--- config.mk ---
export PLATFORM = sky130hd
export DESIGN_NAME = xlat_cache
export DESIGN_NICKNAME = d
export VERILOG_FILES = /design/src/rtl/xlat_pkg.sv /design/src/rtl/xlat_onehot_enc.sv /design/src/rtl/xlat_entry_array.sv /design/src/rtl/xlat_victim.sv /design/src/rtl/xlat_resp_fsm.sv /design/src/rtl/xlat_cache.sv
export SDC_FILE = /design/constraint.sdc
export NUM_CORES = 2
export LEC_CHECK = 0
export BUFFER_PORTS_ARGS = -buffer_cell sky130_fd_sc_hd__buf_2
export CORE_ASPECT_RATIO = 0.8
export CORE_MARGIN = 2
export CORE_UTILIZATION = 30
export CTS_CLUSTER_SIZE = 12
export DETAILED_ROUTE_END_ITERATION = 7
export PLACE_DENSITY_LB_ADDON = 0.25
export SLEW_MARGIN = 20
export SYNTH_ARGS = -nofsm -noshare
export SYNTH_HDL_FRONTEND = slang
export SYNTH_SLANG_ARGS = --single-unit
--- constraint.sdc ---
create_clock -name clk -period 8.25 [get_ports clk]
set_input_delay 2.0625 -clock clk [delete_from_list [all_inputs] [get_ports clk]]
set_output_delay 2.0625 -clock clk [all_outputs]
set_load 0.01 [all_outputs]
--- src/rtl/xlat_pkg.sv ---
package xlat_pkg;

    // Response phase presented on the output side
    typedef enum logic [1:0] {
        RSP_IDLE = 2'd0,
        RSP_HIT  = 2'd1,
        RSP_MISS = 2'd2
    } rsp_state_e;

endpackage

--- src/rtl/xlat_onehot_enc.sv ---
module xlat_onehot_enc #(
    parameter int N = 64,
    parameter int W = 6
) (
    input  logic [N-1:0] vec,
    output logic [W-1:0] idx,
    output logic         any
);

    // OR-reduction encoder; input is expected to carry at most one bit
    always_comb begin
        idx = '0;
        any = |vec;
        for (int i = 0; i < N; i++) begin
            if (vec[i]) begin
                idx = idx | W'(i);
            end
        end
    end

endmodule

--- src/rtl/xlat_entry_array.sv ---
module xlat_entry_array #(
    parameter int ENTRIES = 64,
    parameter int VPN_W   = 20,
    parameter int PPN_W   = 20,
    parameter int IDX_W   = 6
) (
    input  logic               clk,
    input  logic               rst_n,
    input  logic               flush,
    input  logic [VPN_W-1:0]   lk_vpn,
    input  logic [VPN_W-1:0]   rf_vpn,
    input  logic               wr_en,
    input  logic [IDX_W-1:0]   wr_idx,
    input  logic [PPN_W-1:0]   wr_ppn,
    input  logic               dset_en,
    input  logic [IDX_W-1:0]   dset_idx,
    input  logic [IDX_W-1:0]   rd_idx,
    output logic [ENTRIES-1:0] lk_match,
    output logic [ENTRIES-1:0] rf_match,
    output logic [ENTRIES-1:0] valid_vec,
    output logic [PPN_W-1:0]   rd_ppn,
    output logic               rd_dirty
);

    logic [ENTRIES-1:0] valid_q;
    logic [ENTRIES-1:0] dirty_q;
    logic [VPN_W-1:0]   tag_q [ENTRIES];
    logic [PPN_W-1:0]   ppn_q [ENTRIES];

    // Status bits: flush over refill over modified-bit update
    always_ff @(posedge clk or negedge rst_n) begin
        if (!rst_n) begin
            valid_q <= '0;
            dirty_q <= '0;
        end else begin
            for (int i = 0; i < ENTRIES; i++) begin
                if (flush) begin
                    valid_q[i] <= 1'b0;
                end else if (wr_en && (wr_idx == IDX_W'(i))) begin
                    valid_q[i] <= 1'b1;
                    dirty_q[i] <= 1'b0;
                end else if (dset_en && (dset_idx == IDX_W'(i))) begin
                    dirty_q[i] <= 1'b1;
                end
            end
        end
    end

    // Payload storage carries no reset
    always_ff @(posedge clk) begin
        for (int i = 0; i < ENTRIES; i++) begin
            if (wr_en && !flush && (wr_idx == IDX_W'(i))) begin
                tag_q[i] <= rf_vpn;
                ppn_q[i] <= wr_ppn;
            end
        end
    end

    // One comparator pair per entry
    for (genvar g = 0; g < ENTRIES; g++) begin : g_cmp
        assign lk_match[g] = valid_q[g] && (tag_q[g] == lk_vpn);
        assign rf_match[g] = valid_q[g] && (tag_q[g] == rf_vpn);
    end

    assign valid_vec = valid_q;
    assign rd_ppn    = ppn_q[rd_idx];
    assign rd_dirty  = dirty_q[rd_idx];

endmodule

--- src/rtl/xlat_victim.sv ---
module xlat_victim #(
    parameter int ENTRIES = 64,
    parameter int IDX_W   = 6
) (
    input  logic               clk,
    input  logic               rst_n,
    input  logic               fire,
    input  logic [ENTRIES-1:0] valid_vec,
    input  logic [ENTRIES-1:0] rf_match,
    output logic [IDX_W-1:0]   victim_idx
);

    localparam logic [IDX_W-1:0] LAST_IDX = IDX_W'(ENTRIES - 1);

    logic [IDX_W-1:0] rr_q;
    logic [IDX_W-1:0] same_idx;
    logic             same_any;
    logic [IDX_W-1:0] free_idx;
    logic             free_any;

    xlat_onehot_enc #(.N(ENTRIES), .W(IDX_W)) u_same_enc (
        .vec (rf_match),
        .idx (same_idx),
        .any (same_any)
    );

    // Lowest-indexed empty slot
    always_comb begin
        free_idx = '0;
        free_any = ~&valid_vec;
        for (int i = ENTRIES - 1; i >= 0; i--) begin
            if (!valid_vec[i]) begin
                free_idx = IDX_W'(i);
            end
        end
    end

    always_comb begin
        if (same_any) begin
            victim_idx = same_idx;
        end else if (free_any) begin
            victim_idx = free_idx;
        end else begin
            victim_idx = rr_q;
        end
    end

    // Pointer moves only when it actually chose the slot
    always_ff @(posedge clk or negedge rst_n) begin
        if (!rst_n) begin
            rr_q <= '0;
        end else if (fire && !same_any && !free_any) begin
            rr_q <= (rr_q == LAST_IDX) ? '0 : rr_q + 1'b1;
        end
    end

endmodule

--- src/rtl/xlat_resp_fsm.sv ---
module xlat_resp_fsm
    import xlat_pkg::*;
#(
    parameter int PPN_W = 20,
    parameter int OFF_W = 12
) (
    input  logic                   clk,
    input  logic                   rst_n,
    input  logic                   req_fire,
    input  logic                   req_store,
    input  logic                   lk_any,
    input  logic [PPN_W-1:0]       lk_ppn,
    input  logic                   lk_dirty,
    input  logic [OFF_W-1:0]       lk_off,
    output logic                   rsp_valid,
    output logic                   rsp_hit,
    output logic                   rsp_miss,
    output logic                   rsp_dirty,
    output logic [PPN_W+OFF_W-1:0] rsp_paddr
);

    rsp_state_e                state_q;
    rsp_state_e                state_d;
    logic [PPN_W+OFF_W-1:0]    paddr_q;
    logic                      dirty_q;

    // State register
    always_ff @(posedge clk or negedge rst_n) begin
        if (!rst_n) begin
            state_q <= RSP_IDLE;
        end else begin
            state_q <= state_d;
        end
    end

    // Next state
    always_comb begin
        state_d = RSP_IDLE;
        unique case (state_q)
            RSP_IDLE, RSP_HIT, RSP_MISS: begin
                if (req_fire) begin
                    state_d = lk_any ? RSP_HIT : RSP_MISS;
                end else begin
                    state_d = RSP_IDLE;
                end
            end
            default: state_d = RSP_IDLE;
        endcase
    end

    // Response payload captured with the transition into RSP_HIT
    always_ff @(posedge clk or negedge rst_n) begin
        if (!rst_n) begin
            paddr_q <= '0;
            dirty_q <= 1'b0;
        end else if (req_fire && lk_any) begin
            paddr_q <= {lk_ppn, lk_off};
            dirty_q <= lk_dirty | req_store;
        end
    end

    // Outputs
    always_comb begin
        rsp_valid = 1'b0;
        rsp_hit   = 1'b0;
        rsp_miss  = 1'b0;
        rsp_dirty = 1'b0;
        rsp_paddr = '0;
        unique case (state_q)
            RSP_IDLE: ;
            RSP_HIT: begin
                rsp_valid = 1'b1;
                rsp_hit   = 1'b1;
                rsp_dirty = dirty_q;
                rsp_paddr = paddr_q;
            end
            RSP_MISS: begin
                rsp_valid = 1'b1;
                rsp_miss  = 1'b1;
            end
            default: ;
        endcase
    end

endmodule

--- src/rtl/xlat_cache.sv ---
module xlat_cache #(
    parameter int VA_W    = 32,
    parameter int OFF_W   = 12,
    parameter int PA_W    = 32,
    parameter int ENTRIES = 64
) (
    input  logic                  clk,
    input  logic                  rst_n,
    input  logic                  flush,
    input  logic                  req_valid,
    input  logic                  req_store,
    input  logic [VA_W-1:0]       req_vaddr,
    input  logic                  refill_valid,
    input  logic [VA_W-OFF_W-1:0] refill_vpn,
    input  logic [PA_W-OFF_W-1:0] refill_ppn,
    output logic                  rsp_valid,
    output logic                  rsp_hit,
    output logic                  rsp_miss,
    output logic                  rsp_dirty,
    output logic [PA_W-1:0]       rsp_paddr
);

    localparam int VPN_W = VA_W - OFF_W;
    localparam int PPN_W = PA_W - OFF_W;
    localparam int IDX_W = (ENTRIES > 1) ? $clog2(ENTRIES) : 1;

    logic               req_fire;
    logic               wr_en;
    logic [VPN_W-1:0]   lk_vpn;
    logic [ENTRIES-1:0] lk_match;
    logic [ENTRIES-1:0] rf_match;
    logic [ENTRIES-1:0] valid_vec;
    logic [IDX_W-1:0]   lk_idx;
    logic               lk_any;
    logic [IDX_W-1:0]   victim_idx;
    logic [PPN_W-1:0]   lk_ppn;
    logic               lk_dirty;
    logic               dset_en;

    assign req_fire = req_valid && !flush;
    assign wr_en    = refill_valid && !flush;
    assign lk_vpn   = req_vaddr[VA_W-1:OFF_W];
    assign dset_en  = req_fire && req_store && lk_any;

    xlat_entry_array #(
        .ENTRIES (ENTRIES),
        .VPN_W   (VPN_W),
        .PPN_W   (PPN_W),
        .IDX_W   (IDX_W)
    ) u_array (
        .clk       (clk),
        .rst_n     (rst_n),
        .flush     (flush),
        .lk_vpn    (lk_vpn),
        .rf_vpn    (refill_vpn),
        .wr_en     (wr_en),
        .wr_idx    (victim_idx),
        .wr_ppn    (refill_ppn),
        .dset_en   (dset_en),
        .dset_idx  (lk_idx),
        .rd_idx    (lk_idx),
        .lk_match  (lk_match),
        .rf_match  (rf_match),
        .valid_vec (valid_vec),
        .rd_ppn    (lk_ppn),
        .rd_dirty  (lk_dirty)
    );

    xlat_onehot_enc #(.N(ENTRIES), .W(IDX_W)) u_lk_enc (
        .vec (lk_match),
        .idx (lk_idx),
        .any (lk_any)
    );

    xlat_victim #(.ENTRIES(ENTRIES), .IDX_W(IDX_W)) u_victim (
        .clk        (clk),
        .rst_n      (rst_n),
        .fire       (wr_en),
        .valid_vec  (valid_vec),
        .rf_match   (rf_match),
        .victim_idx (victim_idx)
    );

    xlat_resp_fsm #(.PPN_W(PPN_W), .OFF_W(OFF_W)) u_fsm (
        .clk       (clk),
        .rst_n     (rst_n),
        .req_fire  (req_fire),
        .req_store (req_store),
        .lk_any    (lk_any),
        .lk_ppn    (lk_ppn),
        .lk_dirty  (lk_dirty),
        .lk_off    (req_vaddr[OFF_W-1:0]),
        .rsp_valid (rsp_valid),
        .rsp_hit   (rsp_hit),
        .rsp_miss  (rsp_miss),
        .rsp_dirty (rsp_dirty),
        .rsp_paddr (rsp_paddr)
    );

endmodule

==> metrics.txt <==
WL/cell roughly 34 um; post-CTS sizing 0; CTS max path bufs 4; remaining antenna violation count 0; Vias/cell 5.56; synth unique cells 98; Multi-input gate area 49,000 sq um; Final Routed Wirelength 592 mm; Final Core Density 35.7%; Ports 114; status finished clean; Final Max Slew Viols 0; Pleak 53.1 nW; Post-synth ARST share under 10%; gr ovfl total 0; post-placement cell area ~150,000 sq um; post-synthesis compound-gate area fraction about 3.5%; worst skew pair latency 1.00 ns; switching power 7.50 mW; placed cells 16,700; CTS tree built; fmax 126 MHz; Die ar. 452,000 sq um; Net Sw Frac 24.2%; worst hold slack 0.497 ns; Core Rows 219; yosys warns 0; Synth Register Bits 2,729; # fillers between 40,000 and 50,000; Sequential Area just over 80,000 sq um; Global Route Usage Sum roughly a quarter; Final Cycle Share 96.1%; cell with the most instances after synthesis edfxtp_1; Critical Path AT 8.76 ns; First-pass DRT Iterations 7; Synth Instances slightly above 10,000; final setup vio count 0; main combinational cell family by area after synthesis XOR/XNOR gates; Final Wtd Congestion 0.980; Setup Skew 0.123 ns; Least-Margin Pin Slew ~1.2 ns; Combinational Power Share between 6 and 7%; Worst slew margin ~20%; non-filler cells, final roughly 17,000; Clock Sinks 2,729; Root Buffer clkbuf_16; Final Hold Fails 0; cell taking the most area after synthesis edfxtp_1; Place WS -0.275 ns; Critical Path Max Stage Delay 0.97 ns; Fin Setup TNS 0 ns; most common library cells after synthesis edfxtp_1, xnor2_1, nand2_1; Area Overhead vs Synth 18.4%; post-layout min period 7.93 ns; syn nets 10,300; Post-synth EDFFs around 2,600; Tot Pwr 31.0 mW; Synth Area in XOR/XNOR 16.9%; min-delay worst type register to register; largest net degree at the start of global routing 95; Initial Utilization between 30% and 40%; nets around 11,000; Peak VDD IR approximately 0.17 mV; CP required 9.08 ns; Startpoint Class primary input; Cell Int Power 23.5 mW; number of max-cap violations 0; total number of vias 96,100; Syn Std Cell Area about 130,000 sq um; hold_buf cts 0; detailed placement HPWL between 400 and 500 mm; number of global-route vias before repair 92,000; CP Class primary input to register; DR iter-0 viols 14,000; Die Width approximately 750 um; RSZ-0062 raised after global routing false; final instance area 158,000 sq um; ordered list of cells on the worst path buf_6, buf_12, buf_4, xnor2_1, nand4_1, nor4_1, a22oi_1, nand4_1, or3_1, nor2_8, mux2i_1, a22oi_1, nand3_1, buf_4, a2111oi_0, buf_4, a21oi_1; setup ws final 0.320 ns; sequential fraction of the synthesis area between 60% and 70%; total setup buffers inserted after CTS 0; number of port buffers 113; share of cells above drive strength 1 between 10 and 15%; initial antenna violation count 43; Crit path top cell by count buf_4; DRC 0; mean post-synth cell area 13.1 sq um; Synth top area share 57.4%; simple logic cell fraction of the synthesized area about an eighth; first-pass GRT wire length 800 mm; Reg power frac 49.0%; power density over the cells slightly below 200 nW/um^2; CP Capture Type register; mux contribution to synthesized area roughly 3.1%; Num CTS Buffers 311; synth top area cells edfxtp_1, xnor2_1, xor2_1, dfrtp_1, mux2i_1; CTS clk-pin slew, worst paths 0.06 ns; CP Max Fanout 31; Core Region 444,000 sq um; Clk pwr share 44.3%; Main synth FF type edfxtp_1; H-tree depth 5; Slowest cell on crit path nor2_8; height of the die roughly 600 um; area share of fa/ha/maj cells after synthesis 0.0374%
==> layer usage <==
layer	GRT usage, %	vias up	share of wire (%)
met5	0.563	-	0.076
met4	7.26	16	3.3
met3	5.74	965	10
met2	37.0	5565	42
met1	37.3	50000	44
li1	-	39500	-
==> flip-flops by register name, summed over array words and instances, names as in the netlist <==
register / flops
u_array.ppn_q: 1280
u_victim.rr_q: 6
u_fsm.state_q: 2
u_fsm.paddr_q: 32
u_array.valid_vec: 64
u_array.dirty_q: 64
u_fsm.dirty_q: 1
u_array.tag_q: 1280
==> path summary, 6_finish.rpt <==
| path | startpoint | to | slack (ns) | depth (start not counted) |
|---|---|---|---|---|
| worst max-delay path | req_vaddr[22] | u_fsm.paddr_q[16]$_DFFE_PN0P_ | 0.32 | 17 |
| worst min-delay path | u_array.dirty_q[30]$_DFFE_PN0P_ | u_array.dirty_q[30]$_DFFE_PN0P_ | 0.50 | 1 |
| worst max register to register | u_array.tag_q[0][462]$_DFFE_PP_ | u_fsm.paddr_q[16]$_DFFE_PN0P_ | 2.07 | 14 |
| worst min register to register | u_array.dirty_q[30]$_DFFE_PN0P_ | u_array.dirty_q[30]$_DFFE_PN0P_ | 0.50 | 1 |
| max in group asynchronous | rst_n | u_victim.rr_q[5]$_DFFE_PN0P_ | 5.47 | 2 |
| min in group asynchronous | rst_n | u_fsm.paddr_q[3]$_DFFE_PN0P_ | 1.21 | 1 |
==> power groups by stage <==
stage          registers [mW]  clock network, mW  logic [mW]
2_1_floorplan            15.5                  0        1.05
6_report                 15.2               13.7        2.09
5_1_grt                  15.2               14.4        2.16
3_5_place_dp             15.5                  0        2.05
3_3_place_gp             15.5                  0        2.04
4_1_cts                  15.2               13.9        2.05
==> cell families after synthesis <==
family,count (synthesis)
DFF,2729
buffers and inverters,589
muxes,411
and+or+nand+nor,3233
AOI/OAI and AO/OA,679
xor gates and xnor gates,2576
adders and majority gates,4
==> critical path, delay by kind of cell <==
kind | cells | cell delay (ns)
AND/OR/NAND/NOR | 6 | 2.62
AO/OA/AOI/OAI | 4 | 1.90
multiplexers | 1 | 0.19
XOR/XNOR | 1 | 0.15
buffers and inverters | 5 | 1.67
==> area by class of cell <==
class	instances	share of cell area (%)
inverters	45	0.107
clock inverters	157	0.923
repair buffers	1058	6.92
diodes	19	0.0300
flip-flops and latches	2729	51.2
clock buffers	400	5.22
well taps	5967	4.71
multi-input cells	6903	30.9
==> cell usage in the layout, fill, tap and decap left out, types with 57 or more instances in the layout <==
cell / instances
clkbuf_16: 314
buf_2: 72
o21ai_0: 98
buf_12: 239
xor2_1: 731
xnor2_1: 1842
a21oi_1: 166
nand3_1: 579
nor4_1: 339
nor3_1: 74
mux2i_1: 387
clkbuf_1: 76
nand2_1: 913
dfrtp_1: 169
nand4_1: 619
clkinv_1: 63
and3_1: 117
nor2_1: 193
edfxtp_1: 2560
a22oi_1: 57
buf_4: 703
(Power assumes the default switching activity.)
